$ cat src/rtl/vtbl_pkg.sv
package vtbl_pkg;
    typedef enum logic [1:0] {
        ST_IDLE = 2'd0,
        ST_RUN  = 2'd1,
        ST_DONE = 2'd2
    } vtbl_state_e;
endpackage

$ cat src/rtl/vtbl_ctrl.sv
module vtbl_ctrl
    import vtbl_pkg::*;
#(
    parameter int LANES     = 8,
    parameter int LANE_BITS = $clog2(LANES)
) (
    input  logic                 clk,
    input  logic                 rst_n,
    input  logic                 start_i,
    output logic                 load_o,
    output logic                 active_o,
    output logic                 busy_o,
    output logic                 done_o,
    output logic [LANE_BITS-1:0] lane_o
);
    localparam logic [LANE_BITS-1:0] LAST_LANE = LANE_BITS'(LANES - 1);

    vtbl_state_e         state_q, state_d;
    logic [LANE_BITS-1:0] lane_q;

    always_comb begin
        state_d = state_q;
        unique case (state_q)
            ST_IDLE: if (start_i) state_d = ST_RUN;
            ST_RUN:  if (lane_q == LAST_LANE) state_d = ST_DONE;
            ST_DONE: state_d = ST_IDLE;
            default: state_d = ST_IDLE;
        endcase
    end

    always_ff @(posedge clk or negedge rst_n) begin
        if (!rst_n) begin
            state_q <= ST_IDLE;
            lane_q  <= '0;
        end else begin
            state_q <= state_d;
            if (state_q == ST_RUN) lane_q <= lane_q + 1'b1;
            else                   lane_q <= '0;
        end
    end

    always_comb begin
        load_o   = 1'b0;
        active_o = 1'b0;
        busy_o   = 1'b0;
        done_o   = 1'b0;
        unique case (state_q)
            ST_IDLE: load_o = start_i;
            ST_RUN: begin
                active_o = 1'b1;
                busy_o   = 1'b1;
            end
            ST_DONE: begin
                busy_o = 1'b1;
                done_o = 1'b1;
            end
            default: ;
        endcase
    end
    assign lane_o = lane_q;

    assert_done_pulse_R2: assert property (@(posedge clk) disable iff (!rst_n)
        done_o |=> !done_o);
    assert_last_lane_R2: assert property (@(posedge clk) disable iff (!rst_n)
        (active_o && lane_o == LAST_LANE) |=> done_o);
    assert_lane_step_R2: assert property (@(posedge clk) disable iff (!rst_n)
        (active_o && lane_o != LAST_LANE) |=> (active_o && lane_o == $past(lane_o) + 1'b1));
    assert_start_busy_R1: assert property (@(posedge clk) disable iff (!rst_n)
        load_o |=> (busy_o && lane_o == '0));
endmodule

$ cat src/rtl/vtbl_lane_decode.sv
module vtbl_lane_decode #(
    parameter int IDX_W      = 8,
    parameter int BASE_W     = 5,
    parameter int CNT_W      = 2,
    parameter int REG_BYTES  = 16,
    parameter int ELEM_BYTES = 8,
    parameter int ELEM_W     = BASE_W + 1,
    parameter int OFF_W      = $clog2(ELEM_BYTES)
) (
    input  logic [IDX_W-1:0]  idx_i,
    input  logic [BASE_W-1:0] base_i,
    input  logic [CNT_W-1:0]  cnt_i,
    output logic              in_range_o,
    output logic [ELEM_W-1:0] elem_o,
    output logic [OFF_W-1:0]  off_o
);
    localparam int MAX_SPAN = REG_BYTES * (1 << CNT_W);

    logic [IDX_W:0] span;

    always_comb begin
        span       = (IDX_W+1)'((int'(cnt_i) + 1) * REG_BYTES);
        in_range_o = {1'b0, idx_i} < span;
        elem_o     = ELEM_W'({base_i, 1'b0}) + ELEM_W'(idx_i >> OFF_W);
        off_o      = idx_i[OFF_W-1:0];
    end

    always_comb begin
        if (idx_i == '1)
            assert_max_index_out_R7: assert (!in_range_o);
        if (in_range_o)
            assert_span_cap_R3: assert (int'(idx_i) < MAX_SPAN);
    end
endmodule

$ cat src/rtl/vtbl_result_merge.sv
module vtbl_result_merge #(
    parameter int LANES     = 8,
    parameter int BYTE_W    = 8,
    parameter int LANE_BITS = $clog2(LANES),
    parameter int VEC_W     = LANES * BYTE_W
) (
    input  logic                 clk,
    input  logic                 rst_n,
    input  logic                 load_i,
    input  logic [VEC_W-1:0]     init_i,
    input  logic                 wr_i,
    input  logic [LANE_BITS-1:0] lane_i,
    input  logic [BYTE_W-1:0]    byte_i,
    output logic [VEC_W-1:0]     result_o
);
    for (genvar g = 0; g < LANES; g++) begin : g_lane
        logic [BYTE_W-1:0] byte_q;
        logic              hit;
        assign hit = wr_i && (lane_i == LANE_BITS'(g));

        always_ff @(posedge clk or negedge rst_n) begin
            if (!rst_n)      byte_q <= '0;
            else if (load_i) byte_q <= init_i[g*BYTE_W +: BYTE_W];
            else if (hit)    byte_q <= byte_i;
        end
        assign result_o[g*BYTE_W +: BYTE_W] = byte_q;

        assert_lane_keep_R6: assert property (@(posedge clk) disable iff (!rst_n)
            (!load_i && !(wr_i && lane_i == LANE_BITS'(g))) |=> $stable(result_o[g*BYTE_W +: BYTE_W]));
    end
endmodule

$ cat src/rtl/vtbl_lookup_unit.sv
module vtbl_lookup_unit #(
    parameter int LANES      = 8,
    parameter int BYTE_W     = 8,
    parameter int BASE_W     = 5,
    parameter int CNT_W      = 2,
    parameter int REG_BYTES  = 16,
    parameter int ELEM_BYTES = 8,
    parameter int VEC_W      = LANES * BYTE_W,
    parameter int ELEM_W     = BASE_W + 1
) (
    input  logic              clk,
    input  logic              rst_n,
    input  logic              start_i,
    input  logic [VEC_W-1:0]  index_i,
    input  logic [VEC_W-1:0]  init_i,
    input  logic [BASE_W-1:0] base_reg_i,
    input  logic [CNT_W-1:0]  reg_cnt_i,
    output logic              busy_o,
    output logic              done_o,
    output logic [VEC_W-1:0]  result_o,
    output logic              rf_rd_en_o,
    output logic [ELEM_W-1:0] rf_rd_addr_o,
    input  logic [VEC_W-1:0]  rf_rd_data_i
);
    localparam int LANE_BITS = $clog2(LANES);
    localparam int OFF_W     = $clog2(ELEM_BYTES);

    logic                 load, active;
    logic [LANE_BITS-1:0] lane;
    logic [VEC_W-1:0]     idx_q;
    logic [BASE_W-1:0]    base_q;
    logic [CNT_W-1:0]     cnt_q;
    logic [BYTE_W-1:0]    cur_idx, rd_byte;
    logic                 in_range;
    logic [ELEM_W-1:0]    elem;
    logic [OFF_W-1:0]     off;

    vtbl_ctrl #(.LANES(LANES)) u_ctrl (
        .clk(clk), .rst_n(rst_n), .start_i(start_i), .load_o(load),
        .active_o(active), .busy_o(busy_o), .done_o(done_o), .lane_o(lane)
    );

    always_ff @(posedge clk or negedge rst_n) begin
        if (!rst_n) begin
            idx_q  <= '0;
            base_q <= '0;
            cnt_q  <= '0;
        end else if (load) begin
            idx_q  <= index_i;
            base_q <= base_reg_i;
            cnt_q  <= reg_cnt_i;
        end
    end

    assign cur_idx = idx_q[lane*BYTE_W +: BYTE_W];

    vtbl_lane_decode #(
        .IDX_W(BYTE_W), .BASE_W(BASE_W), .CNT_W(CNT_W),
        .REG_BYTES(REG_BYTES), .ELEM_BYTES(ELEM_BYTES)
    ) u_dec (
        .idx_i(cur_idx), .base_i(base_q), .cnt_i(cnt_q),
        .in_range_o(in_range), .elem_o(elem), .off_o(off)
    );

    assign rf_rd_en_o   = active && in_range;
    assign rf_rd_addr_o = rf_rd_en_o ? elem : '0;
    assign rd_byte      = rf_rd_data_i[off*BYTE_W +: BYTE_W];

    vtbl_result_merge #(.LANES(LANES), .BYTE_W(BYTE_W)) u_merge (
        .clk(clk), .rst_n(rst_n), .load_i(load), .init_i(init_i),
        .wr_i(rf_rd_en_o), .lane_i(lane), .byte_i(rd_byte), .result_o(result_o)
    );

    assert_idle_hold_R9: assert property (@(posedge clk) disable iff (!rst_n)
        (!busy_o && !start_i) |=> $stable(result_o));
    assert_rd_in_run_R8: assert property (@(posedge clk) disable iff (!rst_n)
        rf_rd_en_o |-> (busy_o && !done_o));
endmodule

$ cat config.mk
export PLATFORM = sky130hd
export DESIGN_NAME = vtbl_lookup_unit
export DESIGN_NICKNAME = d
export VERILOG_FILES = /design/src/rtl/vtbl_pkg.sv /design/src/rtl/vtbl_ctrl.sv /design/src/rtl/vtbl_lane_decode.sv /design/src/rtl/vtbl_result_merge.sv /design/src/rtl/vtbl_lookup_unit.sv
export SDC_FILE = /design/constraint.sdc
export NUM_CORES = 1
export LEC_CHECK = 0
export ABC_AREA = 1
export CAP_MARGIN = 5
export CORE_UTILIZATION = 50
export CTS_CLUSTER_DIAMETER = 80
export DETAILED_ROUTE_END_ITERATION = 8
export PLACE_DENSITY = 0.86
export SETUP_SLACK_MARGIN = 0.3
export SLEW_MARGIN = 20
export SYNTH_ARGS = -nofsm -noshare
export SYNTH_HDL_FRONTEND = slang
export SYNTH_HIERARCHICAL = 1
export SYNTH_SLANG_ARGS = --single-unit
$ cat constraint.sdc
create_clock -name clk -period 7.8 [get_ports clk]
set_input_delay 1.95 -clock clk [delete_from_list [all_inputs] [get_ports clk]]
set_output_delay 1.95 -clock clk [all_outputs]
set_load 0.005 [all_outputs]
==> impl_metrics.toml <==
[floorplanning]
ios = 275
fp.dieArea_sq_mm = 0.0170
fp.dieW_um = 130
core-area_sq_mm = 0.0160
initial_core_util_pct = 51.6
num_rows = 46
die_h_um = 130

[timing]
fin_crit_ns = 5.64
setup_viol_count_final = 0
setup_tns_ns = 0
period_share_pct = 72.3
rsz0062_at_grt = "no"
slew_violations = 0
fmax_mhz = 177
slew_headroom_pct = 40.2
tightest_slew_ns = 0.897
finClkSkew_ns = 0.0114
finalHoldViolCount = 0

[synthesis]
synth-edff-count = 0
yosys-top-cells-count = "533 x nand2_1, 155 x inv_1, 140 x dfrtp_1"
synthArstFlopShare_pct = 100
synth_area_sq_mm = 0.00825
postSynthCellCount = 1169
synth_cell_types = 25
syn_nets = 1386
yosys-top-cells-area = "dfrtp_1 42%, nand2_1 24%, nand3_1 8.1%, inv_1 7.0%, o21ai_0 3.9%"
ys_seq_elements = 140
yosys_warnings = 6
syn_avg_cell_area_sq_um = 7.06
synth_most_common_cell = "nand2_1"
ys_seq_area_share_pct = 42.4
synthFlopType = "dfrtp_1"
synth_top_area_share_pct = 42.4
synth.largest_area_cell = "dfrtp_1"

[global_routing]
grt-ovfl-total = 0
grt_first_pass_wirelength_mm = 39.6
grt_pass1_vias = 8102
antenna_found_initial = 0
grt_start_max_net_pins = 93
track_usage_pct = 30.6

[power_and_ir_drop]
fin_total_pwr_w = 0.00496
combPwrFrac_pct = 56.8
leakage_nw = 6.10
clock_power_share_pct = 18.1
ir_drop_mv = 0.284
swShare_pct = 45.7
p_switching_w = 0.00227
p_per_area_mw_per_mm2 = 430
p_int_w = 0.00269
p_seq_share_pct = 25.1

[routing]
via_count = 8461
via_per_inst = 5.16
wirelength_mm = 26.0
first_pass_iters = 5
wl_per_cell_um = 15.9
ant_nets = 0
first_iter_violations = 659
route.detailed.drc = 0

[setup_path]
worstSetupPathType = "reg -> out"
critical_path.max_fanout = 33
slowest_stage = "clkdlybuf4s50_1"
cp_num_buf_inv = 5
timing.critical_path.mode_cell = "nand2_1"
worst_r2r_startpoint = "u_ctrl/lane_o[1]"
max_stage_delay_ns = 0.52
required_ns = 5.85
critical_path_arrival_ns = 3.69
r2r_slack_ns = 4.16
setup.worst_path.end_class = "output pin"
startpoint = "u_ctrl/lane_o[0]"
path_delay_family = "buffers and inverters"
cp-start-kind = "register"
critical_path.cell_chain = "buf_4, inv_6, nand2_1, nand3_1, nand2_1, nand2_1, nand2_1, ha_1, inv_1, fa_1, nand3b_1, nand2_1, nand2_1, nand2_1, inv_1, nor2_1, clkdlybuf4s50_1"

[place]
hpwl_mm = 18.7
io_buffers = 274
dpl.cell_count = 1608
place_congestion = 0.861
placed_cell_area_sq_mm = 0.0109

[clocking]
cts-root-buf = "clkbuf_16"
cts_tree = "done"
cts_max_path_buffers = 2
cts_hold_repair.buffers = 0
cts-buffers-inserted = 17
cts.reportedPaths.clkPinSlew_ns = 0.06
cts_sinks = 140
htree_levels = 4
clock_latency_ns = 0.42
post_cts_buffers = 0
ctsResizeCount = 0

[cells_and_area]
fillers = 1282
diodes = 0
fin_cells = 1640
area_growth_pct = 39.8
num-nets-final = 1628
postLayoutCellArea_sq_mm = 0.0115
drive_gt1_share_pct = 6.88

[outcome]
status = "finished, final reports clean"

[flow_run]
cap_violations = 0

[min_path]
hold_path.startpoint = "u_merge/g_lane[1].byte_q[2]"
hold_class = "reg -> reg"
==> sequential cells by signal, indices dropped and copies added (netlist names) <==
signal,flops
cnt_q,2
u_merge/g_lane.byte_q,64
u_ctrl/lane_o,3
u_ctrl/state_q,2
base_q,5
idx_q,64
==> layout make-up <==
| class | count | area, sq um | share of cell area (%) |
|---|---|---|---|
| repair buffers | 279 | 2780 | 24.1 |
| inverters | 164 | 626 | 5.42 |
| clock inverters | 13 | 216 | 1.88 |
| clock buffers | 19 | 443 | 3.84 |
| multi-input cells | 809 | 3700 | 32.0 |
| well taps | 216 | 270 | 2.34 |
| flip-flops and latches | 140 | 3500 | 30.4 |
==> final timing paths <==
check,endpoint,depth (start not counted)
worst max-delay path,rf_rd_addr_o[5],17
worst min-delay path,u_merge/g_lane[1].byte_q[2],2
worst max register to register,u_merge/g_lane[7].byte_q[4],15
worst min register to register,u_merge/g_lane[1].byte_q[2],2
max in group asynchronous,u_merge/g_lane[3].byte_q[7],2
min in group asynchronous,idx_q[34],1
==> power by group through the flow <==
stage / Combinational (W) / Clock (W) / Sequential (W)
after global routing: 0.00313 / 0.000938 / 0.00128
after detailed placement: 0.00274 / 0 / 0.00125
after global placement: 0.00266 / 0 / 0.00123
after floorplan: 0.00187 / 0 / 0.00122
after CTS: 0.00279 / 0.000906 / 0.00124
final: 0.00282 / 0.000898 / 0.00124
==> metrics by stage <==
step           util (%)  setup WS, ns  hold slack [ns]
3_3_place_gp       68.0          2.82            0.491
4_1_cts            72.1          2.20            0.512
5_1_grt            72.1          1.96            0.532
2_1_floorplan         -          3.70            0.466
3_5_place_dp       68.0          2.74            0.493
6_report           72.1          2.16            0.511
==> metal layers <==
metal | routed length, um | share of wire (%) | GRT usage, %
met4 | 1460 | 5.6 | 18.5
met2 | 12300 | 47 | 51.0
met5 | 0 | 0 | 0
met1 | 10100 | 39 | 36.0
met3 | 2150 | 8.3 | 7.45
==> layout by cell type (no fill, tap or decap) <==
cell type,n
nand2_1,532
clkinv_4,5
clkbuf_1,1
buf_6,1
ha_1,14
clkbuf_8,1
bufinv_16,5
nand2_4,16
a21oi_1,3
nor2_1,7
clkinvlp_4,3
nor2_4,3
inv_2,7
nand2_2,24
or2_1,1
inv_6,1
nor2_2,1
inv_1,154
xnor2_1,1
inv_4,2
clkdlybuf4s50_1,273
buf_4,5
clkbuf_16,17
dfrtp_1,140
fa_1,1
o21ai_0,65
mux2_2,7
nand3_1,133
nand3b_1,1
==> cells by family (layout without fill, tap and decap cells) <==
| logic type | after synthesis | after routing | synth area share [%] |
|---|---|---|---|
| buffers and inverters | 220 | 475 | 12.8 |
| adder cells (fa/ha/maj) | 15 | 15 | 2.37 |
| XOR/XNOR | 1 | 1 | 0.106 |
| AO/OA/AOI/OAI | 68 | 68 | 4.12 |
| flip-flops | 140 | 140 | 42.4 |
| multiplexers | 7 | 7 | 0.955 |
| AND/OR/NAND/NOR | 718 | 718 | 37.2 |
==> tightest hold or removal path, cell delays in order (launching register included) <==
cell     delay (ns)
dfrtp_1        0.34
nand3_1        0.08
nand2_1        0.07
Note: power is estimated with default switching activity, not from simulation.
